### src/rtl/mstat_pkg.sv
package mstat_pkg;
  localparam int NLINES = 4;

  // Bit order matches status bits 7..4: carrier, ring, set-ready, clear-send
  typedef struct packed {
    logic cd;
    logic ri;
    logic dsr;
    logic cts;
  } mline_t;

  // Choose the level source: control bits are crossed over in loopback
  function automatic mline_t pick_src(input logic loop, input mline_t pin_act,
                                      input logic [3:0] ctl);
    mline_t r;
    if (loop) begin
      r.cd  = ctl[3];
      r.ri  = ctl[2];
      r.dsr = ctl[0];
      r.cts = ctl[1];
    end else begin
      r = pin_act;
    end
    return r;
  endfunction

  // Change events: any toggle, except ring which only flags a 1->0 fall
  function automatic logic [NLINES-1:0] change_evt(input mline_t cur, input mline_t prev);
    mline_t e;
    e.cd  = cur.cd ^ prev.cd;
    e.ri  = prev.ri & ~cur.ri;
    e.dsr = cur.dsr ^ prev.dsr;
    e.cts = cur.cts ^ prev.cts;
    return e;
  endfunction
endpackage

### src/rtl/mstat_sync.sv
module mstat_sync #(
  parameter int W      = 4,
  parameter int STAGES = 2
) (
  input  logic         clk,
  input  logic [W-1:0] d_i,
  output logic [W-1:0] q_o
);
  logic [W-1:0] stg [STAGES];

  always_ff @(posedge clk) stg[0] <= d_i;

  generate
    for (genvar s = 1; s < STAGES; s++) begin : g_stage
      always_ff @(posedge clk) stg[s] <= stg[s-1];
    end
  endgenerate

  assign q_o = stg[STAGES-1];
endmodule

### src/rtl/mstat_track.sv
module mstat_track
  import mstat_pkg::*;
(
  input  logic              clk,
  input  logic              rst_n,
  input  logic              loop_en_i,
  input  mline_t            cur_i,
  input  logic              rd_i,
  output logic [NLINES-1:0] flags_o,
  output logic [NLINES-1:0] evt_o,
  output logic              loop_sw_o
);
  mline_t            prev_q;
  logic              loop_q;
  logic [NLINES-1:0] flags_q;

  assign loop_sw_o = loop_en_i ^ loop_q;
  assign evt_o     = loop_sw_o ? '0 : change_evt(cur_i, prev_q);

  always_ff @(posedge clk) begin
    if (!rst_n) begin
      prev_q  <= cur_i;
      loop_q  <= loop_en_i;
      flags_q <= '0;
    end else begin
      prev_q  <= cur_i;
      loop_q  <= loop_en_i;
      flags_q <= (flags_q & ~{NLINES{rd_i}}) | evt_o;
    end
  end

  assign flags_o = flags_q;

  // a read with no coincident event leaves no flag
  p_read_clears_r6: assert property (@(posedge clk) disable iff (!rst_n)
    (rd_i && !(|evt_o)) |=> (flags_q == '0));

  // every event survives the edge it occurs on, read or not
  p_event_kept_r7: assert property (@(posedge clk) disable iff (!rst_n)
    (|evt_o) |=> ((flags_q & $past(evt_o)) == $past(evt_o)));

  // a flag only rises because of an event
  p_no_spurious_set_r5: assert property (@(posedge clk) disable iff (!rst_n)
    ((flags_q & ~$past(flags_q) & ~$past(evt_o)) == '0));

  // a loopback switch adds no flag
  p_switch_quiet_r8: assert property (@(posedge clk) disable iff (!rst_n)
    loop_sw_o |=> ((flags_q & ~$past(flags_q)) == '0));
endmodule

### src/rtl/modem_status_reg.sv
module modem_status_reg
  import mstat_pkg::*;
#(
  parameter int SYNC_STAGES = 2
) (
  input  logic       clk,
  input  logic       rst_n,
  input  logic       carrier_n_i,
  input  logic       ring_n_i,
  input  logic       set_ready_n_i,
  input  logic       clear_send_n_i,
  input  logic       loop_en_i,
  input  logic [3:0] ctl_i,
  input  logic       irq_en_i,
  input  logic       rd_i,
  output logic [7:0] status_o,
  output logic       irq_o
);
  logic [NLINES-1:0] pins_n, pins_sync, flags, evt;
  logic              loop_sw;
  mline_t            cur;

  assign pins_n = {carrier_n_i, ring_n_i, set_ready_n_i, clear_send_n_i};

  mstat_sync #(.W(NLINES), .STAGES(SYNC_STAGES)) u_sync (
    .clk (clk),
    .d_i (pins_n),
    .q_o (pins_sync)
  );

  assign cur = pick_src(loop_en_i, mline_t'(~pins_sync), ctl_i);

  mstat_track u_track (
    .clk       (clk),
    .rst_n     (rst_n),
    .loop_en_i (loop_en_i),
    .cur_i     (cur),
    .rd_i      (rd_i),
    .flags_o   (flags),
    .evt_o     (evt),
    .loop_sw_o (loop_sw)
  );

  assign status_o = {cur, flags};
  assign irq_o    = irq_en_i & (|flags);

  // the request falls after a read with no coincident event
  p_irq_drop_r9: assert property (@(posedge clk) disable iff (!rst_n)
    (rd_i && !(|evt)) |=> !irq_o);

  // no request without a visible flag
  p_irq_has_flag_r9: assert property (@(posedge clk) disable iff (!rst_n)
    irq_o |-> (|status_o[3:0]));
endmodule

### config.mk
export PLATFORM = sky130hd
export DESIGN_NAME = modem_status_reg
export DESIGN_NICKNAME = d
export VERILOG_FILES = /design/src/rtl/mstat_pkg.sv /design/src/rtl/mstat_sync.sv /design/src/rtl/mstat_track.sv /design/src/rtl/modem_status_reg.sv
export SDC_FILE = /design/constraint.sdc
export NUM_CORES = 1
export LEC_CHECK = 0
export BUFFER_PORTS_ARGS = -buffer_cell sky130_fd_sc_hd__buf_2
export CORE_MARGIN = 3
export CORE_UTILIZATION = 37
export CTS_CLUSTER_DIAMETER = 50
export DETAILED_ROUTE_END_ITERATION = 8
export GPL_ROUTABILITY_DRIVEN = 1
export PLACE_DENSITY = 0.65
export SKIP_CTS_REPAIR_TIMING = 1
export SYNTH_ARGS = -nofsm -noshare
export SYNTH_HDL_FRONTEND = slang
export SYNTH_SLANG_ARGS = --single-unit
export TNS_END_PERCENT = 100
### constraint.sdc
create_clock -name clk -period 1.2 [get_ports clk]
set_input_delay 0.06 -clock clk [delete_from_list [all_inputs] [get_ports clk]]
set_output_delay 0.06 -clock clk [all_outputs]
set_load 0.05 [all_outputs]
Word level (Yosys, flattened, before mapping)
Memory sizes are Yosys's and may differ from the RTL's.
Cells that the tools add are included.

word-level totals
  bits in registers = 9
  memory bits (writable) = 8
  input port bits = 13
  output and inout bits = 9
  memories kept = 1

memories
  name        depth  width  rd ports  clocked after Yosys merged registers in  write ports  line             source
  u_sync.stg  2      4      2         0                                        2            mstat_sync.sv:9  logic [W-1:0] stg [STAGES];

cells by class
  muxes and demuxes = 2
  bitwise logic cells = 11
  reduce and logical (&&, ||, !) cells = 1

operators with widths
  kind                count
  2-to-1 mux 4 bit    2
  inverter 4 bit      2
  bitwise AND 4 bit   1
  OR 4 bit            1
  OR reduction 4 bit  1
  XOR 1 bit           4
  bitwise AND 1 bit   2
  inverter 1 bit      1

Longest topological paths before layout
Gate-level depths: netlist of run 1.

  depth after elaboration = 6
  mapped depth = 4
  mapped depth without buffers = 3

By module
Synthesis of run 1 repeated with hierarchy kept, for this count alone.

unflattened totals
  cell total of the unflattened synthesis = 46
  area, all modules = 538.0 µm²

modules (own cells, without submodules)
  module            times used  cells each  area each (µm²)  sequential area each (µm²)
  mstat_track       1           25          301.5            180.2
  mstat_sync        1           12          190.2            160.2
  modem_status_reg  1           9           46.3             0.0

Least setup slack after synthesis of run 1
No wires, ideal clock.

  kind = reg2reg
  from = memory u_sync.stg[1][2] (netlist: u_sync.stg[0][6])
  to = register u_track.flags_q[2] (netlist: u_track.flags_o[2])
  library setup time = 0.182 ns
  arrival time = 1.630 ns
  slack = -0.612 ns
  stages on the path, launching flop included = 3
  path buffers = 0
  clock period less this slack = 1.812 ns
  cell sequence = dfxtp_1 -> o21ai_0 -> o31ai_1

RTL lines
  item                  line               source
  start, declared       mstat_sync.sv:9
  end signal, assigned  mstat_track.sv:28  flags_q <= (flags_q & ~{NLINES{rd_i}}) | evt_o;
  end, declared         mstat_track.sv:15  logic [NLINES-1:0] flags_q;

Worst setup path in the final report of run 1
  from = register u_track.flags_q[3] (netlist: u_track.flags_o[3])
  to = output port irq_o

on the way
  cells in the longest elaborated chain, start to end = 2

RTL lines
  item                line                    source
  OR reduction 4 bit  modem_status_reg.sv:45  assign irq_o = irq_en_i & (|flags);
  bitwise AND 1 bit   modem_status_reg.sv:45
  end, declared       modem_status_reg.sv:17  output logic irq_o

No other way between the ends.

==> impl_metrics.yaml, run 1 <==
timing:
  rsz0062_at_grt: "yes"
  finalCritPeriodShare: 1.13
  finalHoldViolCount: 1
  fmax_mhz: 736
  finClkSkew_ns: 0.00220
  hold_slack_ns: -0.00393
  drv_slew: 0
  report.final.setup_viol: 1
  finalCriticalPeriod_ns: 1.36
  tightest_slew_ns: 0.425
  worst_slack_ns: -0.158
  relSlewSlack: 0.716
synthesis:
  ys_warn_count: 0
  synth_seq_cells: 17
  postSynthCellCount: 49
  synth_top_area_frac: 0.609
  synth_cell_types: 18
  synth_nets: 62
  seq_area_frac_synth: 0.609
  synth.avg_cell_area_um2: 11.4
  syn-cell-area_um2: 559
  synth_area_leaders: "dfxtp_1 61%, a2111oi_0 6.3%, nor2b_1 5.6%"
  synth_top_cell_by_area: "dfxtp_1"
pwr:
  p_per_area_mw_per_mm2: 1450
  vdd_drop_max_uv: 1270
  p_total_mw: 1.20
  p_leak_nw: 0.371
setup_path:
  cp_max_fo: 3
  worstPathCellList: "o41a_4 > buf_8"
  endpoint_kind: "output port"
  critPathKind: "register to output port"
  r2r-end: "u_track.flags_o[0]$_SDFF_PN0_"
  arrival_ns: 1.30
  r2r_start: "u_track.flags_o[0]$_SDFF_PN0_"
  slowest_stage: "o41a_4"
  cp_slowest_stage_delay_ns: 0.49
  worstSetupStartpointType: "register"
  crit_required_ns: 1.14
  r2r_cells: 3
  rrSetupSlack_ns: 0.10
clock_tree:
  clock_latency_ns: 0.29
  cts-buffers-inserted: 3
  tritoncts: "done"
  path_clk_slew_ns: 0.10
  cts_sinks: 17
  htreeDepth: 1
  clk_path_buf_depth: 2
  clock-root-buffer: "clkbuf_4"
hold_path:
  hp-class: "primary input to register"
  holdCritStartpoint: "ctl_i[2]"
  holdPathStages: 3
  whs_endpoint: "u_track.prev_q[2]$_DFF_P_"
global_routing:
  grt_pass1_vias: 372
  overflow: 0
  antenna_found_initial: 0
  track_usage: 0.113
  grt_pass1_wl_mm: 1.59
  grt_max_degree: 15
place:
  dpl.cell_count: 84
  dp_hpwl_um: 712
  routabilityCongestion: 0.686
  port_buffers: 21
  dpl_worst_slack_ns: 0.0830
finish:
  syn_to_final_growth_pct: 47.9
  fin_nets: 92
  fin_util: 0.605
  final_cells: 93
  diodes: 0
  drive_gt1_frac: 0.500
drt:
  drt_iter0_markers: 14
  wl_per_cell_um: 11.4
  vias: 467
  ant_nets: 0
  drc: 0
  first_pass_iters: 4
  viasPerCell: 5.02
  wl_mm: 1.06
floorplan:
  start_util: 0.409
  ios: 22
  core_area_mm2: 0.00137
  die-area_mm2: 0.00201
  die_h_um: 44.9
  die_w_um: 44.9
  num_rows: 13
flow_run:
  cap_violations: 0
status:
  status: "finished, violations left"
  violations: "negative hold slack, negative setup slack"
==> worst max-delay path, delay by kind of cell (launching register included) <==
family	cells	cell delay (ns)
DFF	1	0.36
AOI/OAI and AO/OA	1	0.49
buffers and inverters	1	0.16
==> how the worst max path moves through the flow <==
stage,start,end,cells after the start
floorplan,u_sync.stg[0][4]$_DFF_P_,u_track.flags_o[0]$_SDFF_PN0_,3
global placement,u_track.flags_o[1]$_SDFF_PN0_,u_track.flags_o[1]$_SDFF_PN0_,3
detailed placement,u_track.flags_o[3]$_SDFF_PN0_,u_track.flags_o[3]$_SDFF_PN0_,3
CTS,u_track.flags_o[1]$_SDFF_PN0_,irq_o,2
global route,u_track.flags_o[3]$_SDFF_PN0_,irq_o,2
finish,u_track.flags_o[3]$_SDFF_PN0_,irq_o,2
==> stage by stage <==
| stage | cell area, µm² | setup TNS (ns) |
|---|---|---|
| 6_report | 827 | -0.158 |
| 5_1_grt | 827 | -0.210 |
| 4_1_cts | 724 | -0.220 |
| 3_5_place_dp | 696 | 0 |
| 3_3_place_gp | 696 | 0 |
| 2_1_floorplan | 583 | 0 |
==> registers in the layout (all words and copies together) (netlist names) <==
signal           cells
u_sync.stg           8
u_track.loop_q       1
u_track.prev_q       4
u_track.flags_o      4
==> layer usage <==
metal	GRT usage	up-vias	part of all wire
met3	0.0598	2	0.087
li1	-	234	-
met4	0.0351	0	0.0076
met5	0	-	0
met2	0.160	18	0.49
met1	0.148	213	0.41
==> Yosys cell counts <==
cell       number
dfxtp_1        17
nor2b_1         5
a2111oi_0       4
a21o_1          3
a21oi_1         3
nand2_1         3
a2111oi_1       2
nor2_2          2
and2b_1         1
buf_6           1
inv_1           1
nand2b_1        1
nand3b_1        1
nor2_1          1
o21ai_0         1
o31ai_1         1
o41a_1          1
or2b_1          1
==> logic make-up after synthesis <==
| kind of cell | share of synthesized area |
|---|---|
| and+or+nand+nor | 0.157 |
| AOI/OAI and AO/OA | 0.208 |
| buffers and inverters | 0.0268 |
| DFF | 0.609 |
==> cell type report <==
cell class	count	area [µm²]
clock buffer	3	22.5
sequential	17	352
inverter	1	3.75
clock inverter	1	6.26
tap	15	18.8
multi-input combinational	30	246
fill	119	539
timing repair buffer	26	178
==> cells in the final DEF (no fill, tap or decap) <==
cell	instances
nor2b_4	1
inv_1	1
a2111oi_0	1
nand3b_1	1
buf_6	2
dfxtp_4	3
a21o_1	3
dlygate4sd3_1	4
inv_4	1
dfxtp_1	14
o41a_4	1
and2b_1	1
a21oi_1	3
nand2b_1	1
nor2b_1	2
nand2_1	3
o21ai_2	1
a2111oi_2	2
or2b_1	1
buf_2	17
buf_8	1
clkbuf_4	4
nor2b_2	2
a2111oi_1	3
nor2_2	3
o31ai_1	1
buf_4	1
==> where the power goes <==
part	leakage, nW	internal (mW)	switching, mW
logic	0.208	0.103	0.157
clock network	0.0183	0.129	0.187
registers	0.145	0.601	0.0176
Note: power is estimated with default switching activity, not from simulation.
==> run 2, diff against run 1 <==
--- a/config.mk
+++ b/config.mk
@@ -6,12 +6,14 @@
 export NUM_CORES = 1
 export LEC_CHECK = 0
 export BUFFER_PORTS_ARGS = -buffer_cell sky130_fd_sc_hd__buf_2
+export CELL_PAD_IN_SITES_DETAIL_PLACEMENT = 0
+export CELL_PAD_IN_SITES_GLOBAL_PLACEMENT = 1
 export CORE_MARGIN = 3
-export CORE_UTILIZATION = 37
+export CORE_UTILIZATION = 33
 export CTS_CLUSTER_DIAMETER = 50
 export DETAILED_ROUTE_END_ITERATION = 8
 export GPL_ROUTABILITY_DRIVEN = 1
-export PLACE_DENSITY = 0.65
+export PLACE_DENSITY = 0.74
 export SKIP_CTS_REPAIR_TIMING = 1
 export SYNTH_ARGS = -nofsm -noshare
 export SYNTH_HDL_FRONTEND = slang
==> run 2 against run 1 <==
  * The flow finishes with violations (negative setup slack)
  * Utilization fell by 8.9 points
  * Critical path depth did not move
  * Worst hold slack improved by 0.014 ns
  * Critical endpoint unchanged
  * Final area fell by 2.7%
  * Wire length rose by 6.4%
  * Sequential power barely moved
  * Largest power group unchanged
  * Largest cell class unchanged
  * Register-to-register slack got worse by 0.04 ns
==> impl_metrics.yaml, run 2 (synthesis gave the netlist of run 1 again) <==
status:
  violations: "negative setup slack"
  status: "finished, violations left"
drt:
  wl_per_cell_um: 12.1
  first_pass_iters: 2
  viasPerCell: 4.89
  drt_iter0_markers: 2
  ant_nets: 0
  drc: 0
  vias: 455
  wl_mm: 1.13
global_routing:
  grt_pass1_wl_mm: 1.64
  track_usage: 0.106
  antenna_found_initial: 0
  grt_pass1_vias: 423
  grt_max_degree: 15
  overflow: 0
place:
  dp_hpwl_um: 810
  dpl.cell_count: 85
  routabilityCongestion: 0.699
  port_buffers: 21
floorplan:
  die_w_um: 47.2
  num_rows: 14
  ios: 22
  die-area_mm2: 0.00223
  core_area_mm2: 0.00156
  die_h_um: 47.2
  start_util: 0.359
setup_path:
  r2r_start: "u_track.flags_o[3]$_SDFF_PN0_"
  worstPathCellList: "o41a_4 > buf_8"
  rrSetupSlack_ns: 0.06
  slowest_stage: "o41a_4"
  cp.depth: 2
  worstSetupStartpointType: "register"
  path_delay_family: "compound AO/OA/AOI/OAI gates"
  critPathKind: "register to output port"
  cp_max_fo: 3
  r2r-end: "u_track.flags_o[3]$_SDFF_PN0_"
  r2r_cells: 3
  critPathLaunch: "u_track.flags_o[3]$_SDFF_PN0_"
  path_buf_inv: 1
  cp_slowest_stage_delay_ns: 0.49
  arrival_ns: 1.27
  crit_required_ns: 1.14
  endpoint_kind: "output port"
  critical_path.endpoint: "irq_o"
timing:
  worst_slack_ns: -0.135
  finalCriticalPeriod_ns: 1.33
  tightest_slew_ns: 0.476
  relSlewSlack: 0.675
  rsz0062_at_grt: "yes"
  drv_slew: 0
  finClkSkew_ns: 0.000711
  finalCritPeriodShare: 1.11
  fmax_mhz: 749
  report.final.setup_viol: 1
  finalHoldViolCount: 0
pwr:
  power_switching_share: 0.288
  seq_power_share: 0.534
  p_comb_frac: 0.217
  vdd_drop_max_uv: 726
  clkPwrFrac: 0.249
  p_leak_nw: 0.360
  p_switching_mw: 0.334
  p_per_area_mw_per_mm2: 1440
  intPower_mw: 0.826
  p_total_mw: 1.16
finish:
  largest_reg_flops: 8
  syn_to_final_growth_pct: 43.8
  largest-register: "u_sync.stg"
  mostFrequentLayoutCells: "17 x buf_2, 14 x dfxtp_1, 4 x clkbuf_4, 4 x dlygate4sd3_1"
  final_cells: 93
  final_common_cell: "buf_2"
  fin_nets: 91
  diodes: 0
  drive_gt1_frac: 0.455
  fin_util: 0.516
hold_path:
  holdPathStages: 3
  hp-class: "primary input to register"
clock_tree:
  tritoncts: "done"
  clock-root-buffer: "clkbuf_4"
  path_clk_slew_ns: 0.09
  clock_latency_ns: 0.28
  clk_path_buf_depth: 2
  cts-buffers-inserted: 3
  htreeDepth: 1
  cts_sinks: 17
flow_run:
  cap_violations: 0
[run 2: final cells by class]
type                            count  area (µm²)
Multi-Input combinational cell     30         240
Sequential cell                    17         352
Tap cell                           16        20.0
Timing Repair Buffer               25         163
Fill cell                         151         754
Inverter                            1        3.75
Clock buffer                        4        26.3
[run 2: metrics by stage]
stage                     setup TNS [ns]  hold slack (ns)  cell area [µm²]  setup WS, ns
after floorplan                        0           0.0877              583        0.0212
after global placement                 0            0.162              697        0.0798
after detailed placement         -0.0199            0.164              697       -0.0199
after CTS                         -0.247           -0.139              723        -0.191
after global routing              -0.248          0.00353              805        -0.174
final                             -0.135          0.00979              805        -0.135
[run 2: per-layer routing]
metal / up-vias / GRT usage / wire [µm]
li1: 233 / - / -
met5: - / 0 / 0
met3: 0 / 0.0230 / 59
met1: 209 / 0.129 / 493
met2: 13 / 0.168 / 575
met4: 0 / 0.0663 / 0
[run 2: how the worst min path moves through the flow]
stage	startpoint	end
detailed placement	ring_n_i	u_sync.stg[0][2]$_DFF_P_
floorplan	clear_send_n_i	u_sync.stg[0][0]$_DFF_P_
finish	ctl_i[2]	u_track.prev_q[2]$_DFF_P_
CTS	ring_n_i	u_sync.stg[0][2]$_DFF_P_
global placement	ring_n_i	u_sync.stg[0][2]$_DFF_P_
global route	ctl_i[2]	u_track.prev_q[2]$_DFF_P_
[run 2: worst register-to-register path: cells and delay by family (launching register included)]
| family | cells | cell delay [ns] |
|---|---|---|
| flip-flops | 1 | 0.36 |
| AND/OR/NAND/NOR | 2 | 0.29 |
| AO/OA/AOI/OAI | 1 | 0.38 |
[run 2: power by group through the flow]
stage               registers (mW)  logic [mW]  clock network (mW)
finish                       0.619       0.252               0.289
global route                 0.623       0.269               0.340
CTS                          0.618       0.214               0.310
detailed placement           0.631       0.213                   0
global placement             0.629       0.211                   0
floorplan                    0.666       0.120                   0
